$ cat config.mk
export PLATFORM = sky130hd
export DESIGN_NAME = tok_match_unit
export DESIGN_NICKNAME = d
export VERILOG_FILES = /design/src/rtl/tm_pkg.sv /design/src/rtl/tm_lowest.sv /design/src/rtl/tm_store.sv /design/src/rtl/tm_out_stage.sv /design/src/rtl/tok_match_unit.sv
export SDC_FILE = /design/constraint.sdc
export NUM_CORES = 1
export LEC_CHECK = 0
export BUFFER_PORTS_ARGS = -buffer_cell sky130_fd_sc_hd__buf_2
export CAP_MARGIN = 25
export CORE_ASPECT_RATIO = 1.1
export CORE_UTILIZATION = 40
export DETAILED_ROUTE_END_ITERATION = 16
export GPL_TIMING_DRIVEN = 0
export PLACE_DENSITY_LB_ADDON = 0.08
export REMOVE_ABC_BUFFERS = 1
export SYNTH_ARGS = -nofsm -noshare
export SYNTH_HDL_FRONTEND = slang
export SYNTH_SLANG_ARGS = --single-unit
export TNS_END_PERCENT = 30
$ cat constraint.sdc
create_clock -name clk -period 10.7 [get_ports clk]
set_input_delay 2.14 -clock clk [delete_from_list [all_inputs] [get_ports clk]]
set_output_delay 2.14 -clock clk [all_outputs]
set_load 0.05 [all_outputs]
$ cat src/rtl/tm_pkg.sv
package tm_pkg;
  typedef enum logic {
    SIDE_LEFT  = 1'b0,
    SIDE_RIGHT = 1'b1
  } side_e;

  localparam int DEF_ADDR_W  = 6;
  localparam int DEF_CTX_W   = 4;
  localparam int DEF_VAL_W   = 16;
  localparam int DEF_ENTRIES = 8;
endpackage

$ cat src/rtl/tm_lowest.sv
module tm_lowest #(
  parameter int N     = 8,
  localparam int IDX_W = (N > 1) ? $clog2(N) : 1
) (
  input  logic [N-1:0]     vec,
  output logic [IDX_W-1:0] idx,
  output logic             any
);
  // lowest set bit wins: scan from the top so the last hit is the lowest
  always_comb begin
    idx = '0;
    any = 1'b0;
    for (int i = N - 1; i >= 0; i--) begin
      if (vec[i]) begin
        idx = IDX_W'(i);
        any = 1'b1;
      end
    end
  end
endmodule

$ cat src/rtl/tm_store.sv
module tm_store
  import tm_pkg::*;
#(
  parameter int ENTRIES = DEF_ENTRIES,
  parameter int TAG_W   = DEF_ADDR_W + DEF_CTX_W,
  parameter int VAL_W   = DEF_VAL_W,
  localparam int IDX_W  = (ENTRIES > 1) ? $clog2(ENTRIES) : 1
) (
  input  logic               clk,
  input  logic               rst_n,
  input  logic [TAG_W-1:0]   look_tag,
  input  logic               wr_en,
  input  logic [IDX_W-1:0]   wr_idx,
  input  logic [TAG_W-1:0]   wr_tag,
  input  side_e              wr_side,
  input  logic [VAL_W-1:0]   wr_val,
  input  logic               clr_en,
  input  logic [IDX_W-1:0]   clr_idx,
  output logic [ENTRIES-1:0] used_vec,
  output logic [ENTRIES-1:0] hit_vec,
  output logic [ENTRIES-1:0] side_vec,
  output logic [VAL_W-1:0]   val_arr [ENTRIES]
);
  logic [TAG_W-1:0] tag_arr [ENTRIES];

  for (genvar e = 0; e < ENTRIES; e++) begin : g_ent
    always_ff @(posedge clk or negedge rst_n) begin
      if (!rst_n) begin
        used_vec[e] <= 1'b0;
        tag_arr[e]  <= '0;
        side_vec[e] <= 1'b0;
        val_arr[e]  <= '0;
      end else if (wr_en && wr_idx == IDX_W'(e)) begin
        used_vec[e] <= 1'b1;
        tag_arr[e]  <= wr_tag;
        side_vec[e] <= wr_side;
        val_arr[e]  <= wr_val;
      end else if (clr_en && clr_idx == IDX_W'(e)) begin
        used_vec[e] <= 1'b0;
      end
    end

    // associative compare of the full tag, one per entry
    assign hit_vec[e] = used_vec[e] && (tag_arr[e] == look_tag);
  end
endmodule

$ cat src/rtl/tm_out_stage.sv
module tm_out_stage #(
  parameter int ADDR_W = 6,
  parameter int CTX_W  = 4,
  parameter int VAL_W  = 16
) (
  input  logic              clk,
  input  logic              rst_n,
  input  logic              load,
  input  logic [ADDR_W-1:0] ld_addr,
  input  logic [CTX_W-1:0]  ld_ctx,
  input  logic [VAL_W-1:0]  ld_left,
  input  logic [VAL_W-1:0]  ld_right,
  output logic              can_load,
  output logic              pkt_valid,
  input  logic              pkt_ready,
  output logic [ADDR_W-1:0] pkt_addr,
  output logic [CTX_W-1:0]  pkt_ctx,
  output logic [VAL_W-1:0]  pkt_left,
  output logic [VAL_W-1:0]  pkt_right
);
  assign can_load = !pkt_valid || pkt_ready;

  always_ff @(posedge clk or negedge rst_n) begin
    if (!rst_n) begin
      pkt_valid <= 1'b0;
      pkt_addr  <= '0;
      pkt_ctx   <= '0;
      pkt_left  <= '0;
      pkt_right <= '0;
    end else if (load && can_load) begin
      pkt_valid <= 1'b1;
      pkt_addr  <= ld_addr;
      pkt_ctx   <= ld_ctx;
      pkt_left  <= ld_left;
      pkt_right <= ld_right;
    end else if (pkt_ready) begin
      pkt_valid <= 1'b0;
    end
  end
endmodule

$ cat src/rtl/tok_match_unit.sv
module tok_match_unit
  import tm_pkg::*;
#(
  parameter int ADDR_W  = DEF_ADDR_W,
  parameter int CTX_W   = DEF_CTX_W,
  parameter int VAL_W   = DEF_VAL_W,
  parameter int ENTRIES = DEF_ENTRIES
) (
  input  logic              clk,
  input  logic              rst_n,
  input  logic              tok_valid,
  output logic              tok_ready,
  input  logic [ADDR_W-1:0] tok_addr,
  input  logic [CTX_W-1:0]  tok_ctx,
  input  logic              tok_side,
  input  logic              tok_single,
  input  logic [VAL_W-1:0]  tok_value,
  output logic              pkt_valid,
  input  logic              pkt_ready,
  output logic [ADDR_W-1:0] pkt_addr,
  output logic [CTX_W-1:0]  pkt_ctx,
  output logic [VAL_W-1:0]  pkt_left,
  output logic [VAL_W-1:0]  pkt_right,
  output logic              dup_err
);
  localparam int TAG_W = ADDR_W + CTX_W;
  localparam int IDX_W = (ENTRIES > 1) ? $clog2(ENTRIES) : 1;

  logic [TAG_W-1:0]   tag_in;
  logic [ENTRIES-1:0] used_vec, hit_vec, side_vec;
  logic [VAL_W-1:0]   val_arr [ENTRIES];
  logic [IDX_W-1:0]   hit_idx, free_idx;
  logic               hit_any, free_any, can_load;
  logic               is_dup, is_match, is_miss, need_out, accept;
  logic [VAL_W-1:0]   partner_val;
  logic [VAL_W-1:0]   ld_left, ld_right;
  side_e              side_in;

  assign tag_in  = {tok_addr, tok_ctx};
  assign side_in = side_e'(tok_side);

  tm_store #(.ENTRIES(ENTRIES), .TAG_W(TAG_W), .VAL_W(VAL_W)) u_store (
    .clk      (clk),
    .rst_n    (rst_n),
    .look_tag (tag_in),
    .wr_en    (accept && is_miss),
    .wr_idx   (free_idx),
    .wr_tag   (tag_in),
    .wr_side  (side_in),
    .wr_val   (tok_value),
    .clr_en   (accept && is_match),
    .clr_idx  (hit_idx),
    .used_vec (used_vec),
    .hit_vec  (hit_vec),
    .side_vec (side_vec),
    .val_arr  (val_arr)
  );

  tm_lowest #(.N(ENTRIES)) u_hit_enc (
    .vec (hit_vec),
    .idx (hit_idx),
    .any (hit_any)
  );

  tm_lowest #(.N(ENTRIES)) u_free_enc (
    .vec (~used_vec),
    .idx (free_idx),
    .any (free_any)
  );

  assign partner_val = val_arr[hit_idx];

  // classify the offered token
  always_comb begin
    is_match = !tok_single && hit_any && (side_vec[hit_idx] != tok_side);
    is_dup   = !tok_single && hit_any && (side_vec[hit_idx] == tok_side);
    is_miss  = !tok_single && !hit_any;
    need_out = tok_single || is_match;
    if (need_out)     tok_ready = can_load;
    else if (is_miss) tok_ready = free_any;
    else              tok_ready = 1'b1;
  end

  assign accept = tok_valid && tok_ready;

  // order operands by side, not by arrival
  always_comb begin
    if (tok_single) begin
      ld_left  = tok_value;
      ld_right = '0;
    end else if (side_in == SIDE_RIGHT) begin
      ld_left  = partner_val;
      ld_right = tok_value;
    end else begin
      ld_left  = tok_value;
      ld_right = partner_val;
    end
  end

  tm_out_stage #(.ADDR_W(ADDR_W), .CTX_W(CTX_W), .VAL_W(VAL_W)) u_out (
    .clk       (clk),
    .rst_n     (rst_n),
    .load      (accept && need_out),
    .ld_addr   (tok_addr),
    .ld_ctx    (tok_ctx),
    .ld_left   (ld_left),
    .ld_right  (ld_right),
    .can_load  (can_load),
    .pkt_valid (pkt_valid),
    .pkt_ready (pkt_ready),
    .pkt_addr  (pkt_addr),
    .pkt_ctx   (pkt_ctx),
    .pkt_left  (pkt_left),
    .pkt_right (pkt_right)
  );

  always_ff @(posedge clk or negedge rst_n) begin
    if (!rst_n) dup_err <= 1'b0;
    else        dup_err <= accept && is_dup;
  end
endmodule

==> impl_metrics.yaml, run 1 <==
timing:
  timing.fmax_mhz: 119
  finalHoldViolCount: 0
  setup_slack_ps: 2270
  post-route-period-util: 0.788
  setup_viol: 0
  slew_headroom: 0.270
  finalSetupTns_ps: 0
  max_slew.worst_pin.slew_ps: 1090
  post-route-min-period_ps: 8430
  grt_setup_unrepaired: "no"
  drv_slew: 0
  skew_ps: 16.5
synth:
  muxShareOfSynthArea: 0.222
  syn_area_per_cell_um2: 12.4
  synth_top_family_by_area: "multiplexers"
  syn_inst: 1073
  synth_top_cell_by_area: "dfrtp_1"
  async_flop_share: 1.00
  synth.area.top_cells: "dfrtp_1 51%, mux2_2 19%, xnor2_1 4.6%"
  mappedNetlistArea_mm2: 0.0133
  synth_edf_count: 0
  synth-seq-cells: 268
  synth-adder-area-share: 0
  synth-xor-area-share: 0.0563
  yosys.area_share.simple: 0.0894
  synthTopCellsByCount: "268 x dfrtp_1, 218 x mux2_2, 73 x nand2_1"
  synth-compound-area-share: 0.0866
  ys_warn_count: 0
  synth_most_common_cell: "dfrtp_1"
  synth_ff_type: "dfrtp_1"
  synth_top_area_share: 0.506
  ys_seq_area_frac: 0.506
  synth_cell_types: 65
cells_and_area:
  ff_latch_area_mm2: 0.00671
  fillers: 3069
  final_cells: 1552
  area_delta_synth_final_pct: 13.8
  n_antenna_cell: 0
  drive_gt1_frac: 0.369
  finalNetCount: 1138
  multi_input_area_mm2: 0.00608
clock_network:
  clock_latency_ps: 560
  cts_resized: 0
  cts_max_path_buffers: 3
  hold_buffers: 0
  cts_tree: "done"
  path_clk_slew_ps: 60
  root_buffer: "clkbuf_16"
  numCtsBuffers: 30
  htreeDepth: 1
  cts_sinks: 268
  cts_setup_buffers: 0
setup_path:
  required_ps: 8560
  start_kind: "input port"
  worstPathMaxFanout: 26
  crit_arrival_ps: 6290
  r2r_setup_slack_ps: 5570
  cp-end-kind: "output pin"
  worstSetupPathType: "in2out"
  critPathSlowestCell: "nor2b_4"
  crit_chain: "buf_2 > xnor2_1 > nand4_1 > or4_1 > nand4_1 > nor2b_4 > a21oi_1 > o211a_1 > o21a_1 > nor2_1 > a31oi_1 > buf_2"
  cp_slowest_stage_delay_ps: 850
floorplanning:
  fp.dieArea_mm2: 0.0339
  start_util: 0.408
  rows: 69
  io-pin-count: 77
  die_h_um: 193
  die_w_um: 176
  core_area_mm2: 0.0325
drt:
  ant_nets: 0
  viasPerCell: 5.59
  dr.pass1.iters: 5
  drc: 0
  dr.first_iter.drc_count: 390
  vias: 8673
  wire_per_inst_um: 21.7
  wl_um: 33700
placed_design:
  portBuffers: 76
  dp_slack_ps: 2220
  gp_congestion: 0.714
  place_inst: 1500
  hpwl_um: 21400
pwr:
  leakage_nw: 6.40
  ir_drop_mv: 0.134
  p_per_area_mw_per_mm2: 243
global_route:
  grt_pass1_wl_um: 52700
  grt_pass1_vias: 8867
  grt_usage: 0.204
  grt_max_degree: 114
  grt.overflow.total: 0
  antenna_found_initial: 0
outcome:
  outcome: "complete, no violations"
job:
  maxCapViolations: 0
worst_hold_path:
  hold_class: "reg2reg"
worst paths after layout:
| kind | startpoint | end | cells after the start |
|---|---|---|---|
| max | tok_addr[3] | tok_ready | 12 |
| min | u_store.val_arr[26]$_DFFE_PN0P_ | u_store.val_arr[26]$_DFFE_PN0P_ | 1 |
| max reg2reg | u_store.used_vec[0]$_DFFE_PN0P_ | u_out.pkt_left[2]$_DFFE_PN0P_ | 10 |
| min reg2reg | u_store.val_arr[26]$_DFFE_PN0P_ | u_store.val_arr[26]$_DFFE_PN0P_ | 1 |
| max in group asynchronous | rst_n | u_store.tag_arr[40]$_DFFE_PN0P_ | 2 |
| min in group asynchronous | rst_n | u_store.val_arr[76]$_DFFE_PN0P_ | 1 |
report_power, final:
part / leakage (nW) / total, mW / switching [mW] / internal (mW)
registers: 3.30 / 1.62 / 0.220 / 1.40
clock network: 0.479 / 1.01 / 0.415 / 0.598
logic: 2.62 / 1.03 / 0.495 / 0.535
metrics by stage:
| stage | area [um2] | power [mW] | hold slack [ps] | util |
|---|---|---|---|---|
| floorplan | 12800 | 2.39 | 449 | - |
| global placement | 13700 | 2.62 | 462 | 0.421 |
| detailed placement | 14100 | 2.68 | 471 | 0.435 |
| CTS | 15100 | 3.70 | 485 | 0.465 |
| global route | 15100 | 3.87 | 511 | 0.465 |
| finish | 15100 | 3.66 | 484 | 0.465 |
routing by layer:
metal  vias up  wire [um]  global-route usage
li1       3984          -                   -
met1      4450      15300               0.269
met2       191      16200               0.353
met3        48       1300              0.0233
met4         0        931              0.0615
met5         -          0                   0
flip-flops by register name, summed over array words and instances, names as in the netlist:
name,flops
u_out.pkt_ctx,4
u_out.pkt_right,16
u_store.tag_arr,80
u_out.pkt_valid,1
u_store.val_arr,128
u_out.pkt_addr,6
u_out.pkt_left,16
u_store.side_vec,8
dup_err,1
u_store.used_vec,8
kinds of logic (layout without fill, tap and decap cells):
group                     Yosys count  after routing
xor gates and xnor gates           80             80
DFF                               268            268
AOI/OAI and AO/OA                 144            144
and+or+nand+nor                   223            223
muxes                             253            253
buffers and inverters             105            158
worst max-delay path: cells and delay by family:
| kind | cells | cell delay (ps) |
|---|---|---|
| buffers and inverters | 2 | 620 |
| AND/OR/NAND/NOR | 5 | 2670 |
| XOR/XNOR | 1 | 140 |
| AO/OA/AOI/OAI | 4 | 710 |
area by class of cell:
type                    count  share of cell area
clock buffers              46              0.0597
clock inverters             6             0.00440
inverters                  12             0.00299
multi-input cells         700               0.403
flip-flops and latches    268               0.445
well taps                 426              0.0353
repair buffers             94              0.0495
layout by cell type (no fill, tap or decap), drive strengths merged, types with 5 or more instances in the layout:
| cell | netlist | final |
|---|---|---|
| a21oi | 23 | 23 |
| a221o | 12 | 12 |
| a221oi | 17 | 17 |
| a311o | 14 | 14 |
| a31o | 5 | 5 |
| a31oi | 19 | 19 |
| and2 | 9 | 9 |
| and3 | 13 | 13 |
| buf | 57 | 94 |
| clkbuf | 36 | 46 |
| clkinv | 0 | 5 |
| dfrtp | 268 | 268 |
| inv | 12 | 12 |
| mux2 | 252 | 252 |
| nand2 | 75 | 75 |
| nand2b | 5 | 5 |
| nand3 | 20 | 20 |
| nand4 | 26 | 26 |
| nor2 | 16 | 16 |
| nor2b | 6 | 6 |
| nor3 | 19 | 19 |
| nor4 | 11 | 11 |
| o211ai | 5 | 5 |
| o21ai | 10 | 10 |
| o311ai | 12 | 12 |
| or3 | 8 | 8 |
| xnor2 | 75 | 75 |
| xor2 | 5 | 5 |
No activity file was read; power rests on OpenSTA's default activity.
==> run 2: changes to the inputs <==
- clock period: 10.7 -> 7.2 ns (I/O delays scaled with it)
==> impl_metrics.yaml, run 2 (same netlist as run 1, synthesis figures left out) <==
drt:
  wl_um: 33900
  dr.first_iter.drc_count: 430
  drc: 0
  dr.pass1.iters: 5
  drt-met1-wl_um: 15600
  wl_met2_um: 16300
  wl_met3_um: 1130
  viasPerCell: 5.62
  wire_per_inst_um: 21.9
  vias: 8724
  ant_nets: 0
  routed.top_layer: "met4"
cells_and_area:
  drive_gt1_frac: 0.370
  fillers: 3069
  area_delta_synth_final_pct: 13.8
  top_regs: "u_store.val_arr (128), u_store.tag_arr (80)"
  final_common_cell: "dfrtp_1"
  largest_reg_flops: 128
  n_antenna_cell: 0
  finalNetCount: 1139
  layout_common_cells: "268 x dfrtp_1, 218 x mux2_2, 75 x buf_2"
  regMostFlops: "u_store.val_arr"
  final_cells: 1553
  fin_util: 0.465
floorplanning:
  io-pin-count: 77
  rows: 69
  start_util: 0.408
  die_w_um: 176
  fp.dieArea_mm2: 0.0339
  core_area_mm2: 0.0325
  die_h_um: 193
timing:
  max_slew.worst_pin.slew_ps: 1100
  drv_slew: 0
  post-route-period-util: 0.978
  post-route-min-period_ps: 7040
  finalSetupTns_ps: 0
  finalHoldViolCount: 0
  setup_viol: 0
  slew_headroom: 0.264
  timing.fmax_mhz: 142
  grt_setup_unrepaired: "no"
  skew_ps: 15.7
setup_path:
  worstPathMaxFanout: 17
  cpLargestDelayFamily: "simple AND/OR/NAND/NOR gates"
  required_ps: 5760
  cp_common_cell: "buf_2"
  start_kind: "input port"
  crit_chain: "buf_2 > xnor2_1 > nand4_1 > or3_1 > o41ai_4 > buf_6 > and2_1 > buf_16 > nor2b_1 > a2111oi_4 > o21a_1 > nor2_1 > a31oi_1 > buf_2"
  ff2ff_path_depth: 13
  cp_slowest_stage_delay_ps: 570
  crit_arrival_ps: 5600
  cp.buffers_inverters: 4
  crit_cells: 14
  critPathSlowestCell: "o41ai_4"
  worstSetupPathType: "in2out"
  cp-end-kind: "output pin"
pwr:
  switchingPower_mw: 1.68
  p_int_mw: 3.76
  pwr-share-seq: 0.442
  p_per_area_mw_per_mm2: 360
  clock_power_share: 0.277
  ir_drop_mv: 0.199
  swShare: 0.309
  leakage_nw: 6.40
  combPwrFrac: 0.281
clock_network:
  cts_tree: "done"
  clock_latency_ps: 560
  path_clk_slew_ps: 60
  hold_buffers: 0
  cts_sinks: 268
  cts_setup_buffers: 0
  numCtsBuffers: 30
  htreeDepth: 1
  cts_resized: 0
  root_buffer: "clkbuf_16"
  cts_max_path_buffers: 3
placed_design:
  gp_congestion: 0.714
  hpwl_um: 21400
  portBuffers: 76
  place_inst: 1500
job:
  maxCapViolations: 0
global_route:
  grt_usage: 0.204
  grt_pass1_vias: 8867
  grt_pass1_wl_um: 52700
  grt.overflow.total: 0
  antenna_found_initial: 0
  grt_max_degree: 114
outcome:
  outcome: "complete, no violations"
worst_hold_path:
  holdPathStages: 1
  hold_class: "reg2reg"
==> run 2: worst paths after layout <==
path                                                 startpoint                         endpoint  slack (ps)
worst min register to register  u_store.val_arr[26]$_DFFE_PN0P_  u_store.val_arr[26]$_DFFE_PN0P_         490
worst max-delay path                                 tok_ctx[3]                        tok_ready         160
worst min-delay path            u_store.val_arr[26]$_DFFE_PN0P_  u_store.val_arr[26]$_DFFE_PN0P_         490
worst max register to register  u_store.tag_arr[23]$_DFFE_PN0P_    u_out.pkt_left[2]$_DFFE_PN0P_        2070
max in group asynchronous                                 rst_n  u_store.tag_arr[46]$_DFFE_PN0P_        5300
min in group asynchronous                                 rst_n  u_store.val_arr[76]$_DFFE_PN0P_         870
==> run 2: stage by stage <==
stage / setup slack [ps] / power (mW) / hold slack, ps / cell area, um2
floorplan: 867 / 3.55 / 449 / 12800
global route: 3.17 / 5.76 / 511 / 15100
finish: 159 / 5.44 / 486 / 15100
global placement: -1850 / 3.90 / 462 / 13700
detailed placement: 120 / 3.98 / 471 / 14100
CTS: 107 / 5.51 / 485 / 15100
==> run 2: area by class of cell <==
class | instances | area, um2 | share of cell area
clock buffer | 46 | 901 | 0.0597
clock inverter | 6 | 66.3 | 0.00439
inverter | 12 | 45.0 | 0.00299
multi-input combinational | 701 | 6090 | 0.404
sequential | 268 | 6710 | 0.444
tap | 426 | 533 | 0.0353
timing repair buffer | 94 | 747 | 0.0495
==> run 2: power groups by stage <==
stage / registers (mW) / clock network (mW) / logic [mW]
floorplan: 2.52 / 0 / 1.03
global placement: 2.41 / 0 / 1.49
detailed placement: 2.43 / 0 / 1.55
CTS: 2.40 / 1.55 / 1.55
global route: 2.48 / 1.61 / 1.67
finish: 2.40 / 1.51 / 1.53
==> run 2: metal layers <==
metal,global-route usage,up-vias
met5,0,-
li1,-,3981
met2,0.353,168
met1,0.269,4531
met3,0.0233,44
met4,0.0615,0
==> run 2: worst register-to-register path: cells and delay by family (launching register included) <==
family,cells,cell delay [ps]
compound gates,2,670
xor+xnor,1,220
buf+inv,3,710
flops,1,390
mux,1,370
simple gates,6,2650
